[config.mk]
export PLATFORM = sky130hd
export DESIGN_NAME = mdio_frame_master
export DESIGN_NICKNAME = d
export VERILOG_FILES = /design/src/rtl/mdio_pkg.sv /design/src/rtl/mdio_half_timer.sv /design/src/rtl/mdio_frame_seq.sv /design/src/rtl/mdio_frame_master.sv
export SDC_FILE = /design/constraint.sdc
export NUM_CORES = 1
export LEC_CHECK = 0
export BUFFER_PORTS_ARGS = -buffer_cell sky130_fd_sc_hd__clkbuf_2
export CORE_UTILIZATION = 50
export DETAILED_ROUTE_END_ITERATION = 8
export GPL_TIMING_DRIVEN = 0
export HOLD_SLACK_MARGIN = 0.05
export PLACE_DENSITY = 0.72
export SYNTH_ARGS = -nofsm -noshare
export SYNTH_HDL_FRONTEND = slang
export SYNTH_SLANG_ARGS = --single-unit
[constraint.sdc]
create_clock -name clk -period 5.29 [get_ports clk]
set_clock_uncertainty 0.2 [all_clocks]
set_input_delay 0.2645 -clock clk [delete_from_list [all_inputs] [get_ports clk]]
set_output_delay 0.2645 -clock clk [all_outputs]
set_load 0.03 [all_outputs]
[src/rtl/mdio_pkg.sv]
package mdio_pkg;

    typedef enum logic [1:0] {
        PH_IDLE = 2'd0,
        PH_LOW  = 2'd1,
        PH_HIGH = 2'd2
    } mdio_phase_e;

    // Field positions inside the command / status word
    localparam int BIT_DONE = 28;
    localparam int BIT_RD   = 27;
    localparam int BIT_WR   = 26;
    localparam int PHY_LSB  = 21;
    localparam int REG_LSB  = 16;

    // Request handed from the command decoder to the frame sequencer
    typedef struct packed {
        logic        rd;
        logic [4:0]  phy;
        logic [4:0]  regad;
        logic [15:0] data;
    } mdio_req_t;

    // Bits 28..0 of the readable status word
    typedef struct packed {
        logic        done;
        logic        rd;
        logic        wr;
        logic [4:0]  phy;
        logic [4:0]  regad;
        logic [15:0] data;
    } mdio_stat_t;

endpackage

[src/rtl/mdio_half_timer.sv]
module mdio_half_timer #(
    parameter int HALF_CYCLES = 4
) (
    input  logic clk,
    input  logic rst_n,
    input  logic run,
    output logic half_end
);
    localparam int CW = (HALF_CYCLES > 1) ? $clog2(HALF_CYCLES) : 1;
    localparam logic [CW-1:0] LAST = CW'(HALF_CYCLES - 1);

    logic [CW-1:0] cnt_d, cnt_q;

    assign half_end = run && (cnt_q == LAST);

    always_comb begin
        cnt_d = cnt_q;
        if (!run || half_end) cnt_d = '0;
        else                  cnt_d = cnt_q + 1'b1;
    end

    always_ff @(posedge clk or negedge rst_n) begin
        if (!rst_n) cnt_q <= '0;
        else        cnt_q <= cnt_d;
    end

endmodule

[src/rtl/mdio_frame_seq.sv]
module mdio_frame_seq
    import mdio_pkg::*;
#(
    parameter int PREAMBLE_LEN = 35
) (
    input  logic        clk,
    input  logic        rst_n,
    input  logic        start,
    input  mdio_req_t   req,
    input  logic        half_end,
    input  logic        mdio_i,
    output logic        busy,
    output logic        mdc,
    output logic        mdio_o,
    output logic        mdio_oe,
    output logic        rd_done,
    output logic [15:0] rd_data
);
    localparam int PW = $clog2(PREAMBLE_LEN + 33);
    localparam logic [PW-1:0] PRE      = PW'(PREAMBLE_LEN);
    localparam logic [PW-1:0] TA_POS   = PW'(PREAMBLE_LEN + 14);
    localparam logic [PW-1:0] RD_FIRST = PW'(PREAMBLE_LEN + 15);
    localparam logic [PW-1:0] RD_LAST  = PW'(PREAMBLE_LEN + 30);
    localparam logic [PW-1:0] WR_LAST  = PW'(PREAMBLE_LEN + 31);

    typedef struct packed {
        mdio_phase_e    phase;
        logic [PW-1:0]  pos;
        logic [31:0]    shreg;
        logic           is_rd;
        logic [15:0]    rdsh;
        logic           mdc;
        logic           mdo;
        logic           oe;
    } seq_state_t;

    seq_state_t s_d, s_q;
    logic       frame_end;

    always_comb begin
        logic [PW-1:0] pos_nx;
        logic [31:0]   sh_nx;
        logic [PW-1:0] last_pos;
        s_d       = s_q;
        frame_end = 1'b0;
        pos_nx    = s_q.pos + 1'b1;
        sh_nx     = s_q.shreg;
        last_pos  = s_q.is_rd ? RD_LAST : WR_LAST;
        case (s_q.phase)
            PH_IDLE: begin
                if (start) begin
                    s_d.phase = PH_LOW;
                    s_d.pos   = '0;
                    s_d.is_rd = req.rd;
                    s_d.rdsh  = '0;
                    s_d.mdc   = 1'b0;
                    s_d.mdo   = 1'b1;
                    s_d.oe    = 1'b1;
                    if (req.rd) s_d.shreg = {2'b01, 2'b10, req.phy, req.regad, 18'd0};
                    else        s_d.shreg = {2'b01, 2'b01, req.phy, req.regad, 2'b10, req.data};
                end
            end
            PH_LOW: begin
                if (half_end) begin
                    s_d.phase = PH_HIGH;
                    s_d.mdc   = 1'b1;
                    if (s_q.is_rd && s_q.pos >= RD_FIRST)
                        s_d.rdsh = {s_q.rdsh[14:0], mdio_i};
                end
            end
            PH_HIGH: begin
                if (half_end) begin
                    s_d.mdc = 1'b0;
                    if (s_q.pos == last_pos) begin
                        s_d.phase = PH_IDLE;
                        s_d.oe    = 1'b0;
                        s_d.mdo   = 1'b1;
                        frame_end = 1'b1;
                    end else begin
                        if (s_q.pos >= PRE) sh_nx = {s_q.shreg[30:0], 1'b0};
                        s_d.shreg = sh_nx;
                        s_d.pos   = pos_nx;
                        s_d.phase = PH_LOW;
                        s_d.mdo   = (pos_nx < PRE) ? 1'b1 : sh_nx[31];
                        s_d.oe    = !(s_q.is_rd && pos_nx >= TA_POS);
                    end
                end
            end
            default: s_d.phase = PH_IDLE;
        endcase
    end

    always_ff @(posedge clk or negedge rst_n) begin
        if (!rst_n) begin
            s_q       <= '0;
            s_q.phase <= PH_IDLE;
            s_q.mdo   <= 1'b1;
        end else begin
            s_q <= s_d;
        end
    end

    assign busy    = (s_q.phase != PH_IDLE);
    assign mdc     = s_q.mdc;
    assign mdio_o  = s_q.mdo;
    assign mdio_oe = s_q.oe;
    assign rd_done = frame_end && s_q.is_rd;
    assign rd_data = s_q.rdsh;

endmodule

[src/rtl/mdio_frame_master.sv]
module mdio_frame_master
    import mdio_pkg::*;
#(
    parameter int HALF_CYCLES  = 4,
    parameter int PREAMBLE_LEN = 35
) (
    input  logic        clk,
    input  logic        rst_n,
    input  logic        cmd_wr,
    input  logic [31:0] cmd_wdata,
    output logic [31:0] status_rdata,
    output logic        mdc,
    output logic        mdio_o,
    output logic        mdio_oe,
    input  logic        mdio_i
);
    logic        seq_busy;
    logic        cmd_accept;
    logic        half_end;
    logic        rd_done;
    logic [15:0] rd_data;
    logic        req_rd, req_wr, rsvd_set;
    mdio_req_t   req;
    mdio_stat_t  st_d, st_q;

    assign req_rd   = cmd_wdata[BIT_RD];
    assign req_wr   = cmd_wdata[BIT_WR];
    assign rsvd_set = |cmd_wdata[31:28];

    assign cmd_accept = cmd_wr && !seq_busy && !rsvd_set && (req_rd || req_wr);

    assign req.rd    = req_rd;
    assign req.phy   = cmd_wdata[PHY_LSB +: 5];
    assign req.regad = cmd_wdata[REG_LSB +: 5];
    assign req.data  = cmd_wdata[15:0];

    always_comb begin
        st_d = st_q;
        if (cmd_accept) begin
            st_d.done  = 1'b0;
            st_d.rd    = req_rd;
            st_d.wr    = !req_rd;
            st_d.phy   = req.phy;
            st_d.regad = req.regad;
            st_d.data  = req_rd ? 16'd0 : req.data;
        end else if (rd_done) begin
            st_d.done = 1'b1;
            st_d.data = rd_data;
        end
    end

    always_ff @(posedge clk or negedge rst_n) begin
        if (!rst_n) st_q <= '0;
        else        st_q <= st_d;
    end

    assign status_rdata = {3'b000, st_q};

    mdio_half_timer #(
        .HALF_CYCLES (HALF_CYCLES)
    ) u_timer (
        .clk      (clk),
        .rst_n    (rst_n),
        .run      (seq_busy),
        .half_end (half_end)
    );

    mdio_frame_seq #(
        .PREAMBLE_LEN (PREAMBLE_LEN)
    ) u_seq (
        .clk      (clk),
        .rst_n    (rst_n),
        .start    (cmd_accept),
        .req      (req),
        .half_end (half_end),
        .mdio_i   (mdio_i),
        .busy     (seq_busy),
        .mdc      (mdc),
        .mdio_o   (mdio_o),
        .mdio_oe  (mdio_oe),
        .rd_done  (rd_done),
        .rd_data  (rd_data)
    );

endmodule

==> results.json <==
{
  "crit_start": "u_seq.s_q[59]",
  "cts_sinks": 92,
  "rsz0062_at_grt": "no",
  "dr.first_iter.drc_count": 194,
  "crit_chain": "buf_2 > nor4_1 > nand3_1 > nor2_1 > buf_2 > buf_4 > a21oi_1 > mux2i_1",
  "final_core_utilization": 0.645,
  "routed_wl_um": 9920,
  "initial_core_util": 0.523,
  "overflow": 0,
  "grt_max_degree": 59,
  "cp.arrival_ps": 2950,
  "final_common_cell": "dfrtp_1",
  "nNetsFinal": 543,
  "cts_buffer_depth": 2,
  "muxShareOfSynthArea": 0.111,
  "synth_top_family_by_area": "compound AO/OA/AOI/OAI gates",
  "multiInputGateArea_um2": 1860,
  "status": "finished clean",
  "cap_violations": 0,
  "ys.flop_type": "dfrtp_1",
  "vias_per_cell": 5.58,
  "p_per_area_nw_per_um2": 247,
  "ys_ff_latch": 92,
  "setup_viol": 0,
  "place_congestion": 0.814,
  "cp-end-kind": "flip-flop",
  "wl_per_cell_um": 16.2,
  "dieArea_um2": 9110,
  "place_inst": 568,
  "postSynth.asyncResetShare": 1.00,
  "ys_warn_count": 0,
  "synthSimpleGateAreaFrac": 0.124,
  "grt_use_total": 0.234,
  "timing.rr.start": "u_seq.s_q[59]",
  "port_buffers": 67,
  "num-fill-cells": 699,
  "clk_latency_ps": 360,
  "antenna_left": 0,
  "route.detailed.drc": 0,
  "hold_violations": 0,
  "fin_cells": 613,
  "antenna_cells": 0,
  "coreArea_um2": 8340,
  "cp_slowest_cell": "nor2_1",
  "ios": 71,
  "cts_made_buffers": 9,
  "synth_compound_area_frac": 0.170,
  "cp.required_ps": 5360,
  "critPathMaxFanout": 10,
  "worstRegToRegCells": 8,
  "p_leak_uw": 0.00254,
  "drive_gt1_frac": 0.258,
  "dp_hpwl_um": 6800,
  "synth-xor-area-share": 0.00803,
  "slowest_delay_ps": 540,
  "critPathKind": "reg2reg",
  "hold_path_class": "in2async",
  "synth_edf_count": 0,
  "max_slew_margin": 0.542,
  "power.total_uw": 1330,
  "postCtsHoldBufs": 29,
  "ys_seq_area_frac": 0.528,
  "period_minus_slack_ps": 2880,
  "syn_area_per_cell_um2": 11.1,
  "grt_pass1_wl_um": 16200,
  "vias": 3423,
  "tns_ps": 0,
  "antenna_found_initial": 0,
  "cts_root_buf": "clkbuf_8",
  "syn_inst": 393,
  "grt_pass1_vias": 3344,
  "finalCritPeriodShare": 0.544,
  "post_cts_buffers": 0,
  "final_cell_mix": "dfrtp_1 (91), clkbuf_2 (66), nand2_1 (53)",
  "clkTransAtPathRegs_ps": 90,
  "cts_tree": "built",
  "row_count": 33,
  "start_kind": "flip-flop",
  "htreeDepth": 3,
  "synth_fa_ha_area_frac": 0.0115,
  "syn_area_um2": 4370,
  "syn2layout_area_growth_pct": 23.2,
  "max_freq_mhz": 348,
  "report.final.slew_viol_count": 0,
  "crit_top_cell": "buf_2",
  "die_w_um": 95.4,
  "dr.pass1.iters": 4,
  "tightest_slew_ps": 684,
  "seq_area_um2": 2300,
  "ctsResizeCount": 0,
  "synth_cell_types": 49,
  "peakVddDrop_mv": 0.160,
  "chipHeight_um": 95.4
}
[layer usage]
| metal | up-vias | global-route usage | routed length [µm] |
|---|---|---|---|
| li1 | 1625 | - | - |
| met1 | 1689 | 0.337 | 4600 |
| met2 | 96 | 0.360 | 4680 |
| met3 | 13 | 0.0319 | 482 |
| met4 | 0 | 0.0846 | 159 |
| met5 | - | 0 | 0 |
[cells in the mapped netlist (2+ instances only)]
cell type	instances	area [µm²]
buf_4	7	52.6
xnor2_1	4	35.0
nor2_1	16	60.1
or3_1	2	12.5
a22o_1	46	403
mux2_1	4	45.0
o21ai_0	18	90.1
clkbuf_1	18	67.6
nor4_1	2	12.5
inv_1	6	22.5
o21ai_1	9	45.0
buf_2	4	20.0
nor3b_1	3	22.5
a21o_2	2	17.5
mux2i_1	19	190
nor3_1	4	20.0
dfrtp_1	91	2280
nand3_1	3	15.0
ha_1	4	50.1
nand2b_1	2	12.5
nand2_1	53	199
nor2b_1	4	25.0
buf_6	2	22.5
mux2_2	22	248
and3_1	2	12.5
a211o_2	2	20.0
a21oi_1	7	35.0
nand3b_1	11	82.6
a31oi_1	4	25.0
o31ai_1	3	22.5
[flip-flops by register name (all words and copies together) (netlist names)]
signal,cells
u_seq.s_q,42
status_rdata,29
u_seq.mdio_oe,1
u_seq.rd_data,16
u_timer.cnt_q,2
u_seq.mdio_o,1
u_seq.mdc,1
[worst max-delay path, delay by kind of cell (launching register included)]
family          cells  cell delay (ps)
simple gates        3             1290
mux                 1              150
compound gates      1               60
buf+inv             3              720
flops               1              360
[cell type report]
class                      count  area share
clock inverter                 4      0.0100
multi-input combinational    264       0.346
timing repair buffer          97       0.122
tap                          105      0.0244
sequential                    92       0.428
buffer                        33      0.0347
clock buffer                  12      0.0307
inverter                       6     0.00419
[per-stage QoR]
step                worst slack (ps)  hold slack (ps)  cell area [µm²]
floorplan                       2910             -231             4370
finish                          2410              242             5380
global placement                2560              228             4840
CTS                             2470              251             5380
detailed placement              2540             96.9             4870
global route                    2150              276             5380
[power by group]
group          switching [µW]  internal [µW]  leakage [µW]
registers                3.23            708       0.00115
logic                    55.6           45.7       0.00129
clock network             256            259      0.000105
total                     315           1010       0.00254
[final timing paths]
check / slack (ps) / endpoint
worst max-delay path: 2410 / u_seq.s_q[37]
worst min-delay path: 240 / u_seq.s_q[53]
worst max register to register: 2410 / u_seq.s_q[37]
worst min register to register: 250 / u_timer.cnt_q[0]
max in group asynchronous: 3980 / u_seq.rd_data[14]
min in group clk: 250 / u_timer.cnt_q[0]
[kinds of logic (layout without fill, tap and decap cells)]
kind of cell	count (synthesis)	in the layout
compound gates	98	98
xor+xnor	4	4
fa+ha+maj	4	4
buf+inv	39	152
flops	92	92
mux	45	45
other cells	1	3
simple gates	110	110
No activity file was read; power rests on OpenSTA's default activity.
